## config.mk

```make
export PLATFORM = sky130hd
export DESIGN_NAME = flash_emu
export DESIGN_NICKNAME = d
export VERILOG_FILES = /design/src/rtl/flash_emu_pkg.sv /design/src/rtl/flash_emu_timer.sv /design/src/rtl/flash_emu_array.sv /design/src/rtl/flash_emu_ctrl.sv /design/src/rtl/flash_emu.sv
export SDC_FILE = /design/constraint.sdc
export NUM_CORES = 1
export LEC_CHECK = 0
export BUFFER_PORTS_ARGS = -buffer_cell sky130_fd_sc_hd__buf_2
export CORE_AREA = 3 3 332 334
export CTS_CLUSTER_SIZE = 30
export DETAILED_ROUTE_END_ITERATION = 12
export DIE_AREA = 0 0 335 337
export HOLD_SLACK_MARGIN = 0.02
export PLACE_DENSITY_LB_ADDON = 0.1
export SLEW_MARGIN = 10
export SYNTH_ARGS = -nofsm -noshare
export SYNTH_HDL_FRONTEND = slang
export SYNTH_SLANG_ARGS = --single-unit
```

## constraint.sdc

```tcl
create_clock -name clk -period 6.2 [get_ports clk]
set_clock_uncertainty 0.2 [all_clocks]
set_input_delay 1.24 -clock clk [delete_from_list [all_inputs] [get_ports clk]]
set_output_delay 1.24 -clock clk [all_outputs]
set_load 0.01 [all_outputs]
```

## src/rtl/flash_emu_pkg.sv

```systemverilog
package flash_emu_pkg;

    typedef enum logic [1:0] {
        OP_READ  = 2'b00,
        OP_PROG  = 2'b01,
        OP_ERASE = 2'b10,
        OP_NOP   = 2'b11
    } flash_op_e;

    typedef enum logic [1:0] {
        ST_IDLE  = 2'b00,
        ST_PROG  = 2'b01,
        ST_ERASE = 2'b10
    } flash_state_e;

endpackage

```

## src/rtl/flash_emu_timer.sv

```systemverilog
// Down-counter that times one program or erase operation.
module flash_emu_timer #(
    parameter int CNT_W = 7
) (
    input  logic             clk,
    input  logic             rst_n,
    input  logic             start,
    input  logic [CNT_W-1:0] load_val,
    output logic             done
);

    typedef struct packed {
        logic [CNT_W-1:0] cnt;
    } timer_t;

    timer_t t_d, t_q;

    always_comb begin
        t_d = t_q;
        if (start) begin
            t_d.cnt = load_val;
        end else if (t_q.cnt != '0) begin
            t_d.cnt = t_q.cnt - 1'b1;
        end
    end

    always_ff @(posedge clk) begin
        if (!rst_n) begin
            t_q <= '0;
        end else begin
            t_q <= t_d;
        end
    end

    assign done = (t_q.cnt == CNT_W'(1));

    // the length is loaded on the start edge.
    p_load_len_r3: assert property (@(posedge clk) disable iff (!rst_n)
        start |=> (t_q.cnt == $past(load_val)));

    // a new operation never starts while one is still being timed.
    p_no_restart_r6: assert property (@(posedge clk) disable iff (!rst_n)
        start |-> (t_q.cnt == '0));

endmodule

```

## src/rtl/flash_emu_array.sv

```systemverilog
// Byte storage and per-block erase counters.
module flash_emu_array #(
    parameter int NUM_BLOCKS  = 4,
    parameter int BLOCK_BYTES = 16,
    parameter int DATA_W      = 8,
    parameter int WEAR_W      = 8,
    parameter int WEAR_LIMIT  = 200,
    localparam int DEPTH  = NUM_BLOCKS * BLOCK_BYTES,
    localparam int ADDR_W = $clog2(DEPTH),
    localparam int BLK_W  = $clog2(NUM_BLOCKS),
    localparam int OFS_W  = ADDR_W - BLK_W
) (
    input  logic              clk,
    input  logic              rst_n,
    input  logic [ADDR_W-1:0] look_addr,
    output logic [DATA_W-1:0] look_byte,
    output logic [WEAR_W-1:0] look_wear,
    input  logic              prog_en,
    input  logic              erase_en,
    input  logic [ADDR_W-1:0] wr_addr,
    input  logic [DATA_W-1:0] wr_data
);

    typedef struct packed {
        logic [DEPTH-1:0][DATA_W-1:0]      mem;
        logic [NUM_BLOCKS-1:0][WEAR_W-1:0] wear;
    } array_t;

    array_t a_d, a_q;

    logic [BLK_W-1:0] wr_blk;
    logic [BLK_W-1:0] look_blk;

    assign wr_blk   = wr_addr[ADDR_W-1:OFS_W];
    assign look_blk = look_addr[ADDR_W-1:OFS_W];

    always_comb begin
        a_d = a_q;
        if (prog_en) begin
            // Programming can only clear bits.
            a_d.mem[wr_addr] = a_q.mem[wr_addr] & wr_data;
        end
        if (erase_en) begin
            for (int i = 0; i < BLOCK_BYTES; i++) begin
                a_d.mem[{wr_blk, i[OFS_W-1:0]}] = '1;
            end
            if (a_q.wear[wr_blk] != WEAR_W'(WEAR_LIMIT)) begin
                a_d.wear[wr_blk] = a_q.wear[wr_blk] + 1'b1;
            end
        end
    end

    always_ff @(posedge clk) begin
        if (!rst_n) begin
            a_q.mem  <= '1;
            a_q.wear <= '0;
        end else begin
            a_q <= a_d;
        end
    end

    assign look_byte = a_q.mem[look_addr];
    assign look_wear = a_q.wear[look_blk];

    // only erased bytes are ever programmed.
    p_prog_on_erased_r4: assert property (@(posedge clk) disable iff (!rst_n)
        prog_en |-> (a_q.mem[wr_addr] == '1));

    // the addressed byte reads all ones after an erase.
    p_erase_fills_ones_r5: assert property (@(posedge clk) disable iff (!rst_n)
        erase_en |=> (a_q.mem[$past(wr_addr)] == '1));

    // no erase count ever passes the limit.
    for (genvar b = 0; b < NUM_BLOCKS; b++) begin : g_wear_chk
        p_wear_bounded_r7: assert property (@(posedge clk) disable iff (!rst_n)
            a_q.wear[b] <= WEAR_W'(WEAR_LIMIT));
    end

endmodule

```

## src/rtl/flash_emu_ctrl.sv

```systemverilog
// Command acceptance, rule checks and operation sequencing.
module flash_emu_ctrl
    import flash_emu_pkg::*;
#(
    parameter int ADDR_W       = 6,
    parameter int DATA_W       = 8,
    parameter int WEAR_W       = 8,
    parameter int WEAR_LIMIT   = 200,
    parameter int PROG_CYCLES  = 8,
    parameter int ERASE_CYCLES = 64,
    parameter int TIMER_W      = 7
) (
    input  logic               clk,
    input  logic               rst_n,
    input  logic               cmd_valid,
    input  logic [1:0]         cmd_op,
    input  logic [ADDR_W-1:0]  cmd_addr,
    input  logic [DATA_W-1:0]  cmd_wdata,
    input  logic [DATA_W-1:0]  look_byte,
    input  logic [WEAR_W-1:0]  look_wear,
    input  logic               timer_done,
    output logic               busy,
    output logic               rd_valid,
    output logic [DATA_W-1:0]  rd_data,
    output logic               prog_err,
    output logic               wear_err,
    output logic               timer_start,
    output logic [TIMER_W-1:0] timer_load,
    output logic               prog_en,
    output logic               erase_en,
    output logic [ADDR_W-1:0]  wr_addr,
    output logic [DATA_W-1:0]  wr_data
);

    typedef struct packed {
        flash_state_e      st;
        logic [ADDR_W-1:0] addr;
        logic [DATA_W-1:0] wdata;
        logic              rd_valid;
        logic [DATA_W-1:0] rd_data;
        logic              prog_err;
        logic              wear_err;
    } ctrl_t;

    ctrl_t     c_d, c_q;
    flash_op_e op;

    assign op = flash_op_e'(cmd_op);

    always_comb begin
        c_d          = c_q;
        c_d.rd_valid = 1'b0;
        c_d.prog_err = 1'b0;
        c_d.wear_err = 1'b0;
        timer_start  = 1'b0;
        timer_load   = '0;
        unique case (c_q.st)
            ST_IDLE: begin
                if (cmd_valid) begin
                    unique case (op)
                        OP_READ: begin
                            c_d.rd_valid = 1'b1;
                            c_d.rd_data  = look_byte;
                        end
                        OP_PROG: begin
                            if (look_byte != '1) begin
                                c_d.prog_err = 1'b1;
                            end else begin
                                c_d.st      = ST_PROG;
                                c_d.addr    = cmd_addr;
                                c_d.wdata   = cmd_wdata;
                                timer_start = 1'b1;
                                timer_load  = TIMER_W'(PROG_CYCLES);
                            end
                        end
                        OP_ERASE: begin
                            if (look_wear >= WEAR_W'(WEAR_LIMIT)) begin
                                c_d.wear_err = 1'b1;
                            end else begin
                                c_d.st      = ST_ERASE;
                                c_d.addr    = cmd_addr;
                                timer_start = 1'b1;
                                timer_load  = TIMER_W'(ERASE_CYCLES);
                            end
                        end
                        default: ;
                    endcase
                end
            end
            ST_PROG, ST_ERASE: begin
                if (timer_done) begin
                    c_d.st = ST_IDLE;
                end
            end
            default: c_d.st = ST_IDLE;
        endcase
    end

    always_ff @(posedge clk) begin
        if (!rst_n) begin
            c_q.st       <= ST_IDLE;
            c_q.addr     <= '0;
            c_q.wdata    <= '0;
            c_q.rd_valid <= 1'b0;
            c_q.rd_data  <= '0;
            c_q.prog_err <= 1'b0;
            c_q.wear_err <= 1'b0;
        end else begin
            c_q <= c_d;
        end
    end

    assign busy     = (c_q.st != ST_IDLE);
    assign rd_valid = c_q.rd_valid;
    assign rd_data  = c_q.rd_data;
    assign prog_err = c_q.prog_err;
    assign wear_err = c_q.wear_err;
    assign prog_en  = (c_q.st == ST_PROG) && timer_done;
    assign erase_en = (c_q.st == ST_ERASE) && timer_done;
    assign wr_addr  = c_q.addr;
    assign wr_data  = c_q.wdata;

    // a command offered while busy never produces read data.
    p_read_refused_busy_r6: assert property (@(posedge clk) disable iff (!rst_n)
        (busy && cmd_valid) |=> !rd_valid);

    // a refused program does not start an operation.
    p_prog_err_idle_r4: assert property (@(posedge clk) disable iff (!rst_n)
        prog_err |-> !busy);

    // a refused erase does not start an operation.
    p_wear_err_idle_r7: assert property (@(posedge clk) disable iff (!rst_n)
        wear_err |-> !busy);

    // busy only drops when the storage is committed.
    p_busy_ends_commit_r3: assert property (@(posedge clk) disable iff (!rst_n)
        $fell(busy) |-> $past(prog_en || erase_en));

    // the unused opcode has no visible effect.
    p_nop_ignored_r8: assert property (@(posedge clk) disable iff (!rst_n)
        (!busy && cmd_valid && cmd_op == 2'b11)
            |=> (!busy && !rd_valid && !prog_err && !wear_err));

endmodule

```

## src/rtl/flash_emu.sv

```systemverilog
// Top: small block-erase flash memory model with command/busy port.
module flash_emu #(
    parameter int NUM_BLOCKS   = 4,
    parameter int BLOCK_BYTES  = 16,
    parameter int DATA_W       = 8,
    parameter int WEAR_W       = 8,
    parameter int WEAR_LIMIT   = 200,
    parameter int PROG_CYCLES  = 8,
    parameter int ERASE_CYCLES = 64,
    localparam int ADDR_W  = $clog2(NUM_BLOCKS * BLOCK_BYTES),
    localparam int TIMER_W = $clog2(((PROG_CYCLES > ERASE_CYCLES) ? PROG_CYCLES : ERASE_CYCLES) + 1)
) (
    input  logic              clk,
    input  logic              rst_n,
    input  logic              cmd_valid,
    input  logic [1:0]        cmd_op,
    input  logic [ADDR_W-1:0] cmd_addr,
    input  logic [DATA_W-1:0] cmd_wdata,
    output logic              busy,
    output logic              rd_valid,
    output logic [DATA_W-1:0] rd_data,
    output logic              prog_err,
    output logic              wear_err
);

    logic [DATA_W-1:0]  look_byte;
    logic [WEAR_W-1:0]  look_wear;
    logic               timer_start;
    logic [TIMER_W-1:0] timer_load;
    logic               timer_done;
    logic               prog_en;
    logic               erase_en;
    logic [ADDR_W-1:0]  wr_addr;
    logic [DATA_W-1:0]  wr_data;

    flash_emu_ctrl #(
        .ADDR_W      (ADDR_W),
        .DATA_W      (DATA_W),
        .WEAR_W      (WEAR_W),
        .WEAR_LIMIT  (WEAR_LIMIT),
        .PROG_CYCLES (PROG_CYCLES),
        .ERASE_CYCLES(ERASE_CYCLES),
        .TIMER_W     (TIMER_W)
    ) u_ctrl (
        .clk        (clk),
        .rst_n      (rst_n),
        .cmd_valid  (cmd_valid),
        .cmd_op     (cmd_op),
        .cmd_addr   (cmd_addr),
        .cmd_wdata  (cmd_wdata),
        .look_byte  (look_byte),
        .look_wear  (look_wear),
        .timer_done (timer_done),
        .busy       (busy),
        .rd_valid   (rd_valid),
        .rd_data    (rd_data),
        .prog_err   (prog_err),
        .wear_err   (wear_err),
        .timer_start(timer_start),
        .timer_load (timer_load),
        .prog_en    (prog_en),
        .erase_en   (erase_en),
        .wr_addr    (wr_addr),
        .wr_data    (wr_data)
    );

    flash_emu_timer #(
        .CNT_W(TIMER_W)
    ) u_timer (
        .clk     (clk),
        .rst_n   (rst_n),
        .start   (timer_start),
        .load_val(timer_load),
        .done    (timer_done)
    );

    flash_emu_array #(
        .NUM_BLOCKS (NUM_BLOCKS),
        .BLOCK_BYTES(BLOCK_BYTES),
        .DATA_W     (DATA_W),
        .WEAR_W     (WEAR_W),
        .WEAR_LIMIT (WEAR_LIMIT)
    ) u_array (
        .clk      (clk),
        .rst_n    (rst_n),
        .look_addr(cmd_addr),
        .look_byte(look_byte),
        .look_wear(look_wear),
        .prog_en  (prog_en),
        .erase_en (erase_en),
        .wr_addr  (wr_addr),
        .wr_data  (wr_data)
    );

    // read data is only presented when no operation is running.
    p_read_when_idle_r2: assert property (@(posedge clk) disable iff (!rst_n)
        rd_valid |-> !busy);

endmodule

```

==> flow_summary.ini <==
[placement]
dp.final_hpwl_um = 79000
preCtsSetupSlack_ns = 0.724
placement.io_buffers = 30
gp_congestion = 0.885

[synthesis]
synth_warnings = 0
syn_nets = 3046
synth_cell_types = 69
synthTopCellsByArea = dfxtp_1 (41%), o211ai_1 (10%), mux4_2 (10%), nand2_1 (7.8%), a22oi_1 (5.5%)
synth_ff_type = dfxtp_1
synth-async-reset-ratio_pct = 0
syn-mean-instance-area_um2 = 9.27
netlist_instances = 3017
synth_top_area_share_pct = 41.4
seq_area_frac_synth_pct = 41.4
synth_edf_count = 0
yosysTopAreaCell = dfxtp_1
synth_area_um2 = 28000
ys_seq_elements = 578

[clock_network]
post-cts-setup-buffers = 0
cts_repair_resize_count = 0
cts-root-buf = clkbuf_16
clk_path_buf_depth = 3
cts_sinks = 578
cts_tree = done
clkLatencyLatePin_ns = 0.65
holdBufCountCts = 0
cts_buffers = 72
htree_levels = 3
clk_pin_slew_ns = 0.06

[min_path]
min-delay-path-class = flip-flop to flip-flop

[power]
power.density_nw_per_um2 = 275
p_leak_uw = 0.0123
peakVddDrop_v = 0.000166

[timing]
setup_ws_ns = 1.35
worst_pin_slew_ns = 1.16
hold_viol = 0
hold_ws_ns = 0.273
slew_headroom_pct = 22.5
drv_slew = 0
setup_viol = 0
rsz0062_at_grt = no
fin_setup_tns_ns = 0
clock.fmax_mhz = 206
period_share_pct = 78.2
fin_crit_ns = 4.85

[worst_setup_path]
critPathRequiredTime_ns = 6.55
worstSetupPathType = flip-flop to flip-flop
worst-path-max-fanout = 30
start_kind = flip-flop
crit_path_end_kind = flip-flop
crit_arrival_ns = 5.20

[cells_and_area]
post-route-util_pct = 29.6
multi_input_area_um2 = 14900
nFillCells = 11200
layout-drive-gt1-share_pct = 14.4
register_area_um2 = 11600
layout.nets = 2916
final_cell_mix = nand2_1 (575), dfxtp_1 (575), o211ai_1 (387)
syn_to_final_growth_pct = 13.3

[floorplan]
ios = 31
rows = 120
die_h_um = 337
core_um2 = 107000
start_util_pct = 26.1
die_w_um = 335
die_area_um2 = 113000

[grt]
grt_usage_pct = 21.1
grt_max_degree = 94
grt_overflow_total = 0
grt_pass1_wl_um = 178000
grt_antenna_before_repair = 7
grt_pass1_vias = 24200

[detailed_routing]
wl_per_cell_um = 27.9
drtPass1Iterations = 5
ant_nets = 0
drt-vias-per-instance = 5.76
routed_wl_um = 121000
post-route-drc-count = 0
drt-initial-drc-count = 2674
vias = 25000

[flow_run]
maxCapViolCount = 0

[outcome]
status = finished clean
[report_power, final]
group / leakage [µW] / switching [µW] / total [µW] / internal [µW]
logic: 0.00649 / 437 / 648 / 212
registers: 0.00468 / 26.2 / 3760 / 3740
clock network: 0.00117 / 1750 / 4300 / 2550
total: 0.0123 / 2210 / 8710 / 6500
[layout make-up]
cell class                      instances  share of cell area [%]
Inverter                               15                   0.178
Sequential cell                       578                    36.5
Antenna cell                            1                 0.00790
Clock inverter                         21                   0.746
Tap cell                             1403                    5.54
Clock buffer                          105                    6.74
Timing Repair Buffer                  125                    3.36
Multi-Input combinational cell       2095                    46.9
[sequential cells by signal (all words and copies together) (netlist names), named ones only]
register / cells
u_array.a_q: 512
u_ctrl.wr_data: 8
u_ctrl.prog_err: 1
u_ctrl.c_q: 2
u_ctrl.wear_err: 1
u_timer.t_q: 7
u_ctrl.rd_valid: 1
u_ctrl.rd_data: 8
u_ctrl.wr_addr: 6
[synthesized netlist by cell type, types with 4 or more instances]
cell type	count
a211oi_1	14
nor2_1	73
mux2i_1	81
a22o_1	34
nand3_1	81
nor2b_1	10
a32o_1	4
mux2_2	11
o211ai_1	387
dfxtp_1	578
mux4_2	127
buf_1	22
nand2_1	579
buf_4	12
nor3_1	24
o2bb2ai_1	6
and3_1	9
o22ai_1	4
a31oi_1	21
clkbuf_1	165
buf_8	7
a22oi_1	204
o21ai_0	89
xnor2_1	5
nand4_1	52
and2_1	5
a21oi_1	155
buf_2	105
a221oi_1	35
buf_6	16
xor2_1	4
a41oi_1	5
o21ai_1	7
ha_1	10
inv_1	14
[metal layers]
layer / track usage (%) / part of all wire, % / vias to the layer above
li1: - / - / 11200
met1: 29.3 / 46 / 12600
met2: 33.1 / 45 / 1029
met3: 3.97 / 6.9 / 187
met4: 6.54 / 2.6 / 6
met5: 0 / 0.032 / -
[path summary, 6_finish.rpt]
kind / from / end / slack, ns / depth (start not counted)
worst max-delay path: u_ctrl.wr_addr[2] / u_array.a_q[96] / 1.35 / 10
worst max register to register: u_ctrl.wr_addr[2] / u_array.a_q[96] / 1.35 / 10
worst min-delay path: u_ctrl.rd_data[7] / u_ctrl.rd_data[7] / 0.27 / 2
worst min register to register: u_ctrl.rd_data[7] / u_ctrl.rd_data[7] / 0.27 / 2
[through the flow]
stage                     area (µm²)  total power (µW)  instances
after floorplan                28000              4260       3017
after global placement         29300              4490       4216
after detailed placement       29300              4490       4216
after CTS                      31700              8810       4342
after global routing           31700              9000       4342
final                          31700              8710       4343
[cells by family (layout without fill, tap and decap cells)]
| logic type | count (synthesis) | in the layout | synth area share, % |
|---|---|---|---|
| xor+xnor | 9 | 9 | 0.282 |
| buf+inv | 344 | 266 | 6.08 |
| compound gates | 994 | 994 | 24.9 |
| other cells | 0 | 1 | 0 |
| mux | 219 | 219 | 13.6 |
| flops | 578 | 578 | 41.4 |
| fa+ha+maj | 10 | 10 | 0.447 |
| simple gates | 863 | 863 | 13.3 |
[critical path, cell delays in order (launching register included)]
cell and delay (ns):
dfxtp_1 0.62, nor3b_4 0.89, buf_4 0.32, buf_12 0.23, a22oi_1 0.11, a41oi_1 0.50
a21oi_1 0.17, o21ai_0 0.37, nand2_2 0.60, buf_4 0.46, o211ai_1 0.21
Power figures use the tool's default switching activity.
